<file path="src/rtl/dio_pkg.sv">
package dio_pkg;

    localparam int REG_IDX_W = 4;

    typedef enum logic [REG_IDX_W-1:0] {
        REG_DRV     = 4'd0,
        REG_ALTSEL  = 4'd1,
        REG_SAFEVAL = 4'd2,
        REG_SAFEMSK = 4'd3,
        REG_RISE    = 4'd4,
        REG_FALL    = 4'd5,
        REG_CAPT    = 4'd6,
        REG_LEVEL   = 4'd7,
        REG_CTRL    = 4'd8,
        REG_DEBLEN  = 4'd9
    } reg_idx_e;

    function automatic int words_for(input int n, input int w);
        return (n + w - 1) / w;
    endfunction

    function automatic int sel_width(input int nw);
        return (nw > 1) ? $clog2(nw) : 1;
    endfunction

endpackage

</file>
<file path="src/rtl/dio_regfile.sv">
module dio_regfile
    import dio_pkg::*;
#(
    parameter int NCH    = 48,
    parameter int BW     = 32,
    parameter int CNT_W  = 8,
    parameter int WSEL_W = 1,
    parameter int ADDR_W = 5
) (
    input  logic              clk,
    input  logic              rst_n,
    input  logic              bus_we,
    input  logic [ADDR_W-1:0] bus_addr,
    input  logic [BW-1:0]     bus_wdata,
    input  logic [BW-1:0]     bus_wmask,
    output logic [BW-1:0]     bus_rdata,
    input  logic [NCH-1:0]    level,
    input  logic [NCH-1:0]    cap,
    output logic [NCH-1:0]    drv_o,
    output logic [NCH-1:0]    altsel_o,
    output logic [NCH-1:0]    safe_val_o,
    output logic [NCH-1:0]    safe_msk_o,
    output logic [NCH-1:0]    rise_en_o,
    output logic [NCH-1:0]    fall_en_o,
    output logic              swe_o,
    output logic [CNT_W-1:0]  deblen_o,
    output logic [NCH-1:0]    cap_clr_o
);

    localparam int DB_BITS = (CNT_W < BW) ? CNT_W : BW;

    typedef struct packed {
        logic [NCH-1:0]   drv;
        logic [NCH-1:0]   altsel;
        logic [NCH-1:0]   safe_val;
        logic [NCH-1:0]   safe_msk;
        logic [NCH-1:0]   rise_en;
        logic [NCH-1:0]   fall_en;
        logic             swe;
        logic [CNT_W-1:0] deblen;
    } rf_t;

    rf_t                rf_d, rf_q;
    reg_idx_e           sel;
    logic [WSEL_W-1:0]  word;
    logic [NCH-1:0]     clr_d;
    logic [NCH-1:0]     rd_vec;

    assign sel  = reg_idx_e'(bus_addr[ADDR_W-1:WSEL_W]);
    assign word = bus_addr[WSEL_W-1:0];

    always_comb begin
        rf_d  = rf_q;
        clr_d = '0;
        if (bus_we) begin
            for (int i = 0; i < NCH; i++) begin
                if ((i / BW) == int'(word) && bus_wmask[i % BW]) begin
                    case (sel)
                        REG_DRV:     rf_d.drv[i]     = bus_wdata[i % BW];
                        REG_ALTSEL:  rf_d.altsel[i]  = bus_wdata[i % BW];
                        REG_SAFEVAL: if (rf_q.swe) rf_d.safe_val[i] = bus_wdata[i % BW];
                        REG_SAFEMSK: if (rf_q.swe) rf_d.safe_msk[i] = bus_wdata[i % BW];
                        REG_RISE:    rf_d.rise_en[i] = bus_wdata[i % BW];
                        REG_FALL:    rf_d.fall_en[i] = bus_wdata[i % BW];
                        REG_CAPT:    clr_d[i]        = bus_wdata[i % BW];
                        default:     ;
                    endcase
                end
            end
            if (int'(word) == 0) begin
                if (sel == REG_CTRL && bus_wmask[0]) begin
                    rf_d.swe = bus_wdata[0];
                end
                if (sel == REG_DEBLEN) begin
                    for (int b = 0; b < DB_BITS; b++) begin
                        if (bus_wmask[b]) rf_d.deblen[b] = bus_wdata[b];
                    end
                end
            end
        end
    end

    always_comb begin
        case (sel)
            REG_DRV:     rd_vec = rf_q.drv;
            REG_ALTSEL:  rd_vec = rf_q.altsel;
            REG_SAFEVAL: rd_vec = rf_q.safe_val;
            REG_SAFEMSK: rd_vec = rf_q.safe_msk;
            REG_RISE:    rd_vec = rf_q.rise_en;
            REG_FALL:    rd_vec = rf_q.fall_en;
            REG_CAPT:    rd_vec = cap;
            REG_LEVEL:   rd_vec = level;
            default:     rd_vec = '0;
        endcase
        bus_rdata = '0;
        for (int j = 0; j < BW; j++) begin
            if (int'(word) * BW + j < NCH) begin
                bus_rdata[j] = rd_vec[int'(word) * BW + j];
            end
        end
        if (int'(word) == 0) begin
            if (sel == REG_CTRL) begin
                bus_rdata[0] = rf_q.swe;
            end
            if (sel == REG_DEBLEN) begin
                for (int b = 0; b < DB_BITS; b++) bus_rdata[b] = rf_q.deblen[b];
            end
        end
    end

    always_ff @(posedge clk or negedge rst_n) begin
        if (!rst_n) begin
            rf_q <= '0;
        end else begin
            rf_q <= rf_d;
        end
    end

    assign drv_o      = rf_q.drv;
    assign altsel_o   = rf_q.altsel;
    assign safe_val_o = rf_q.safe_val;
    assign safe_msk_o = rf_q.safe_msk;
    assign rise_en_o  = rf_q.rise_en;
    assign fall_en_o  = rf_q.fall_en;
    assign swe_o      = rf_q.swe;
    assign deblen_o   = rf_q.deblen;
    assign cap_clr_o  = clr_d;

endmodule

</file>
<file path="src/rtl/dio_drive.sv">
module dio_drive #(
    parameter int NCH = 48
) (
    input  logic           clk,
    input  logic           rst_n,
    input  logic [NCH-1:0] drv,
    input  logic [NCH-1:0] altsel,
    input  logic [NCH-1:0] alt_src,
    input  logic [NCH-1:0] safe_val,
    input  logic [NCH-1:0] safe_msk,
    input  logic           safe_active,
    output logic [NCH-1:0] pull_low
);

    logic [NCH-1:0] normal;
    logic [NCH-1:0] override;
    logic [NCH-1:0] drive_d, drive_q;

    always_comb begin
        normal   = (altsel & alt_src) | (~altsel & drv);
        override = {NCH{safe_active}} & safe_msk;
        drive_d  = (override & safe_val) | (~override & normal);
    end

    always_ff @(posedge clk or negedge rst_n) begin
        if (!rst_n) begin
            drive_q <= '0;
        end else begin
            drive_q <= drive_d;
        end
    end

    assign pull_low = drive_q;

endmodule

</file>
<file path="src/rtl/dio_filter_lane.sv">
module dio_filter_lane #(
    parameter int CNT_W = 8
) (
    input  logic             clk,
    input  logic             rst_n,
    input  logic             sample_tick,
    input  logic             pad_in,
    input  logic [CNT_W-1:0] deblen,
    output logic             samp_o,
    output logic             level_o
);

    typedef struct packed {
        logic             samp;
        logic             filt;
        logic [CNT_W-1:0] cnt;
    } lane_t;

    lane_t           ln_d, ln_q;
    logic [CNT_W:0]  cnt_next;

    always_comb begin
        ln_d     = ln_q;
        cnt_next = {1'b0, ln_q.cnt} + {{CNT_W{1'b0}}, 1'b1};
        if (sample_tick) begin
            ln_d.samp = ~pad_in;
        end
        if (deblen == '0) begin
            ln_d.filt = ln_q.samp;
            ln_d.cnt  = '0;
        end else if (sample_tick) begin
            if (ln_q.samp == ln_q.filt) begin
                ln_d.cnt = '0;
            end else if (cnt_next >= {1'b0, deblen}) begin
                ln_d.filt = ln_q.samp;
                ln_d.cnt  = '0;
            end else begin
                ln_d.cnt = cnt_next[CNT_W-1:0];
            end
        end
    end

    always_ff @(posedge clk or negedge rst_n) begin
        if (!rst_n) begin
            ln_q <= '0;
        end else begin
            ln_q <= ln_d;
        end
    end

    assign samp_o  = ln_q.samp;
    assign level_o = ln_q.filt;

endmodule

</file>
<file path="src/rtl/dio_edge_capture.sv">
module dio_edge_capture #(
    parameter int NCH = 48
) (
    input  logic           clk,
    input  logic           rst_n,
    input  logic [NCH-1:0] level,
    input  logic [NCH-1:0] rise_en,
    input  logic [NCH-1:0] fall_en,
    input  logic [NCH-1:0] clr,
    output logic [NCH-1:0] cap_o,
    output logic           irq
);

    typedef struct packed {
        logic [NCH-1:0] prev;
        logic [NCH-1:0] cap;
    } ec_t;

    ec_t            ec_d, ec_q;
    logic [NCH-1:0] rise, fall;

    always_comb begin
        rise      = level & ~ec_q.prev;
        fall      = ~level & ec_q.prev;
        ec_d.prev = level;
        ec_d.cap  = (ec_q.cap & ~clr) | (rise & rise_en) | (fall & fall_en);
    end

    always_ff @(posedge clk or negedge rst_n) begin
        if (!rst_n) begin
            ec_q <= '0;
        end else begin
            ec_q <= ec_d;
        end
    end

    assign cap_o = ec_q.cap;
    assign irq   = |(ec_q.cap & (rise_en | fall_en));

endmodule

</file>
<file path="src/rtl/dio_bank.sv">
module dio_bank
    import dio_pkg::*;
#(
    parameter  int NCH    = 48,
    parameter  int BW     = 32,
    parameter  int CNT_W  = 8,
    localparam int NW     = words_for(NCH, BW),
    localparam int WSEL_W = sel_width(NW),
    localparam int ADDR_W = REG_IDX_W + WSEL_W
) (
    input  logic              clk,
    input  logic              rst_n,
    input  logic              bus_we,
    input  logic [ADDR_W-1:0] bus_addr,
    input  logic [BW-1:0]     bus_wdata,
    input  logic [BW-1:0]     bus_wmask,
    output logic [BW-1:0]     bus_rdata,
    input  logic [NCH-1:0]    alt_src,
    input  logic              safe_active,
    input  logic              sample_tick,
    input  logic [NCH-1:0]    pad_in,
    output logic [NCH-1:0]    pad_pull_low,
    output logic              irq
);

    logic [NCH-1:0]   drv, altsel, safe_val, safe_msk, rise_en, fall_en;
    logic [NCH-1:0]   cap_q, cap_clr, level, samp_vec;
    logic             swe;
    logic [CNT_W-1:0] deblen;

    dio_regfile #(
        .NCH(NCH), .BW(BW), .CNT_W(CNT_W), .WSEL_W(WSEL_W), .ADDR_W(ADDR_W)
    ) u_regs (
        .clk(clk), .rst_n(rst_n),
        .bus_we(bus_we), .bus_addr(bus_addr),
        .bus_wdata(bus_wdata), .bus_wmask(bus_wmask), .bus_rdata(bus_rdata),
        .level(level), .cap(cap_q),
        .drv_o(drv), .altsel_o(altsel),
        .safe_val_o(safe_val), .safe_msk_o(safe_msk),
        .rise_en_o(rise_en), .fall_en_o(fall_en),
        .swe_o(swe), .deblen_o(deblen), .cap_clr_o(cap_clr)
    );

    dio_drive #(.NCH(NCH)) u_drive (
        .clk(clk), .rst_n(rst_n),
        .drv(drv), .altsel(altsel), .alt_src(alt_src),
        .safe_val(safe_val), .safe_msk(safe_msk),
        .safe_active(safe_active), .pull_low(pad_pull_low)
    );

    for (genvar c = 0; c < NCH; c++) begin : g_lane
        dio_filter_lane #(.CNT_W(CNT_W)) u_lane (
            .clk(clk), .rst_n(rst_n),
            .sample_tick(sample_tick), .pad_in(pad_in[c]),
            .deblen(deblen), .samp_o(samp_vec[c]), .level_o(level[c])
        );
    end

    dio_edge_capture #(.NCH(NCH)) u_edge (
        .clk(clk), .rst_n(rst_n),
        .level(level), .rise_en(rise_en), .fall_en(fall_en),
        .clr(cap_clr), .cap_o(cap_q), .irq(irq)
    );

endmodule

</file>
<file path="config.mk">
export PLATFORM = sky130hd
export DESIGN_NAME = dio_bank
export DESIGN_NICKNAME = d
export VERILOG_FILES = /design/src/rtl/dio_pkg.sv /design/src/rtl/dio_regfile.sv /design/src/rtl/dio_drive.sv /design/src/rtl/dio_filter_lane.sv /design/src/rtl/dio_edge_capture.sv /design/src/rtl/dio_bank.sv
export SDC_FILE = /design/constraint.sdc
export NUM_CORES = 2
export LEC_CHECK = 0
export BUFFER_PORTS_ARGS = -buffer_cell sky130_fd_sc_hd__buf_4
export CELL_PAD_IN_SITES_DETAIL_PLACEMENT = 1
export CELL_PAD_IN_SITES_GLOBAL_PLACEMENT = 1
export CORE_ASPECT_RATIO = 0.75
export CORE_MARGIN = 2
export CORE_UTILIZATION = 30
export DETAILED_ROUTE_END_ITERATION = 8
export GPL_TIMING_DRIVEN = 0
export PLACE_DENSITY = 0.64
export RECOVER_POWER = 50
export SLEW_MARGIN = 40
export SYNTH_ARGS = -nofsm -noshare
export SYNTH_HDL_FRONTEND = slang
export SYNTH_SLANG_ARGS = --single-unit
</file>
<file path="constraint.sdc">
create_clock -name clk -period 4.2 [get_ports clk]
set_clock_uncertainty 0.1 [all_clocks]
set_input_delay 0.42 -clock clk [delete_from_list [all_inputs] [get_ports clk]]
set_output_delay 0.42 -clock clk [all_outputs]
set_load 0.05 [all_outputs]
</file>
==> results.cfg <==
[run_status]
status = finished, violations left
violations = max-capacitance violations, max-slew violations, negative setup slack

[yosys]
synth.cell_area_um2 = 56100
synth_nets = 6443
synth_edf_count = 0
synth_area_per_cell_um2 = 9.61
synth_cell_type_count = 74
synth_flop_cell = dfrtp_1
netlist_top_cells_count = 921 x dfrtp_1, 771 x nand2_1, 432 x ha_1
yosys_register_bits = 921
yosys_warnings = 0
netlist_instances = 5841
synth_top_cell_by_area = dfrtp_1
synth-seq-area-share_pct = 41.0
synth_area_leaders = dfrtp_1 41%, ha_1 9.6%, mux2_2 6.1%
synthMostInstantiatedCell = dfrtp_1
async_reset_ff_share_pct = 100
yosys.area.top_type_share_pct = 41.0

[critical_path]
arrival_ps = 3720
path_class = in -> out
path_max_fanout = 10
worst_setup_path_start_kind = input port
critPathRequiredTime_ps = 3680
cp-end-kind = output pin

[routing]
ant_nets = 0
wl_met2_um = 103000
wl_per_cell_um = 26.0
top_layer_used = met5
num_vias = 50800
drc = 0
wl_met3_um = 14900
drtPass1Iterations = 6
wl_met1_um = 107000
routed_wl_um = 232000
drtIter0Drc = 3970
viasPerCell = 5.68

[layout]
layout-drive-gt1-share_pct = 13.3
fin_util_pct = 35.7
nets = 6947
regArea_um2 = 23100
syn_to_final_growth_pct = 18.2
final_cells = 8938
fillers = 21200
multi_input_area_um2 = 31600

[die]
fp.dieH_um = 379
io_pins = 251
rows = 137
die_w_um = 504
initial_core_util_pct = 30.2
core_um2 = 186000
die-area_um2 = 191000

[global_routing]
gr-total-overflow = 0
grt_pass1_vias = 51200
antenna_found_initial = 11
grt_pass1_wl_um = 343000
grt.total_usage_pct = 23.9
grt_start_max_net_pins = 100

[hold_path]
hp-class = in -> reg

[timing]
fmax_mhz = 236
slew_viol_final = 74
period_share_pct = 101
finalSetupViolations = 3
layout_setup_ws_ps = -41.3
post-route-min-period_ps = 4240
rsz0062_at_grt = false
tightest_slew_ps = 2130
slew-limit-headroom_pct = -42.0
hold_violations = 0

[pwr]
p_total_uw = 30600
p_per_area_nw_per_um2 = 461
ir_worst_vdd_uv = 305
leakagePower_uw = 0.0295

[cts]
path_clk_slew_ps = 60
ctsLongestPathBuffers = 3
cts_buffers = 105
cts_root_buf = clkbuf_16
clock-sinks = 921
cts_htree_levels = 3
cts_setup_buffers = 0
insertion_delay_ps = 760
tritoncts = done

[place]
dpl.cell_count = 8608
io_buffers = 245
preCtsSetupSlack_ps = 15.3
gp_congestion = 0.918
dp_hpwl_um = 167000

[job]
drv_cap = 1
## state kept, by name, summed over array words and instances, names as in the netlist
| name | flops |
|---|---|
| u_drive.pull_low | 48 |
| u_edge.ec_q | 48 |
| u_regs.deblen_o | 8 |
| u_regs.swe_o | 1 |
| u_regs.rise_en_o | 48 |
| u_regs.altsel_o | 48 |
| u_regs.safe_val_o | 48 |
| g_lane.u_lane.ln_q | 384 |
| g_lane.u_lane.samp_o | 48 |
| g_lane.u_lane.level_o | 48 |
| u_regs.safe_msk_o | 48 |
| u_edge.cap_o | 48 |
| u_regs.drv_o | 48 |
| u_regs.fall_en_o | 48 |
## layout by cell type, fill, tap and decap left out, types with 107 or more instances in the layout
cell type,netlist,layout
xnor2_1,228,228
clkbuf_1,190,245
a31oi_1,188,188
nand2_1,771,771
nand4_1,130,131
dlygate4sd3_1,0,131
dfrtp_1,921,920
nand3_1,243,243
a21o_1,107,107
mux2_2,302,302
a32o_1,132,132
a21oi_1,264,263
and3_1,160,160
o21ai_0,276,274
buf_4,7,203
nor2_1,376,377
ha_1,432,432
## through the flow
| step | instance area (um2) | hold WS (ps) | TNS (ps) |
|---|---|---|---|
| global route | 66400 | 16.8 | 0 |
| CTS | 66600 | 6.24 | 0 |
| detailed placement | 61800 | 260 | 0 |
| global placement | 61100 | 360 | -9453910 |
| finish | 66400 | 37.7 | -86.3 |
| floorplan | 56100 | 24.4 | 0 |
## layout make-up
cell class / count / share of cell area [%]
Buffer: 302 / 1.98
Sequential cell: 921 / 34.7
Clock inverter: 35 / 0.695
Tap cell: 2502 / 4.72
Multi-Input combinational cell: 4546 / 47.6
Timing Repair Buffer: 397 / 5.16
Antenna cell: 6 / 0.0226
Clock buffer: 157 / 4.63
Inverter: 72 / 0.471
## timing repair
item / in CTS / in global routing
endpoints found under the hold margin: 564 / 0
hold buffers: 131 / 0
resized for setup: 0 / 0
## routing by layer
metal | vias to the layer above | global-route usage, %
li1 | 22600 | -
met1 | 26200 | 34.0
met2 | 1548 | 37.4
met3 | 342 | 3.56
met4 | 2 | 7.05
met5 | - | 0
## report_power, final
part	switching [uW]	total (uW)	internal [uW]
Sequential	2250	12400	10100
Combinational	5420	8450	3030
Clock	4180	9790	5600
Total	11900	30600	18800
## kinds of logic (layout without fill, tap and decap cells)
group	Yosys count	count (layout)	synth area share [%]
and+or+nand+nor	2055	2055	17.7
AOI/OAI and AO/OA	1343	1343	16.0
DFF	921	921	41.0
adders and majority gates	432	432	9.63
muxes	393	393	7.81
buffers and inverters	374	963	2.73
xor gates and xnor gates	323	323	5.04
other	0	6	0
## worst max-delay path: stages
cell,delay (ps)
clkbuf_1,520
clkbuf_1,920
clkbuf_1,870
a2111oi_0,190
a21oi_1,470
buf_4,290
## path summary, 6_finish.rpt
kind | startpoint | cells past startpoint | endpoint | slack, ps
worst max-delay path | bus_addr[0] | 6 | bus_rdata[4] | -40
worst min-delay path | alt_src[4] | 3 | u_drive.pull_low[4]$_DFF_PN0_ | 40
worst max register to register | u_regs.deblen_o[0]$_DFFE_PN0P_ | 7 | g_lane[24].u_lane.ln_q[6]$_DFFE_PN0P_ | 170
worst min register to register | u_edge.ec_q[58]$_DFF_PN0_ | 1 | u_edge.cap_o[10]$_DFF_PN0_ | 370
max in group asynchronous | rst_n | 3 | u_drive.pull_low[29]$_DFF_PN0_ | 840
min in group asynchronous | rst_n | 2 | u_drive.pull_low[42]$_DFF_PN0_ | 710
Note: power is estimated with default switching activity, not from simulation.
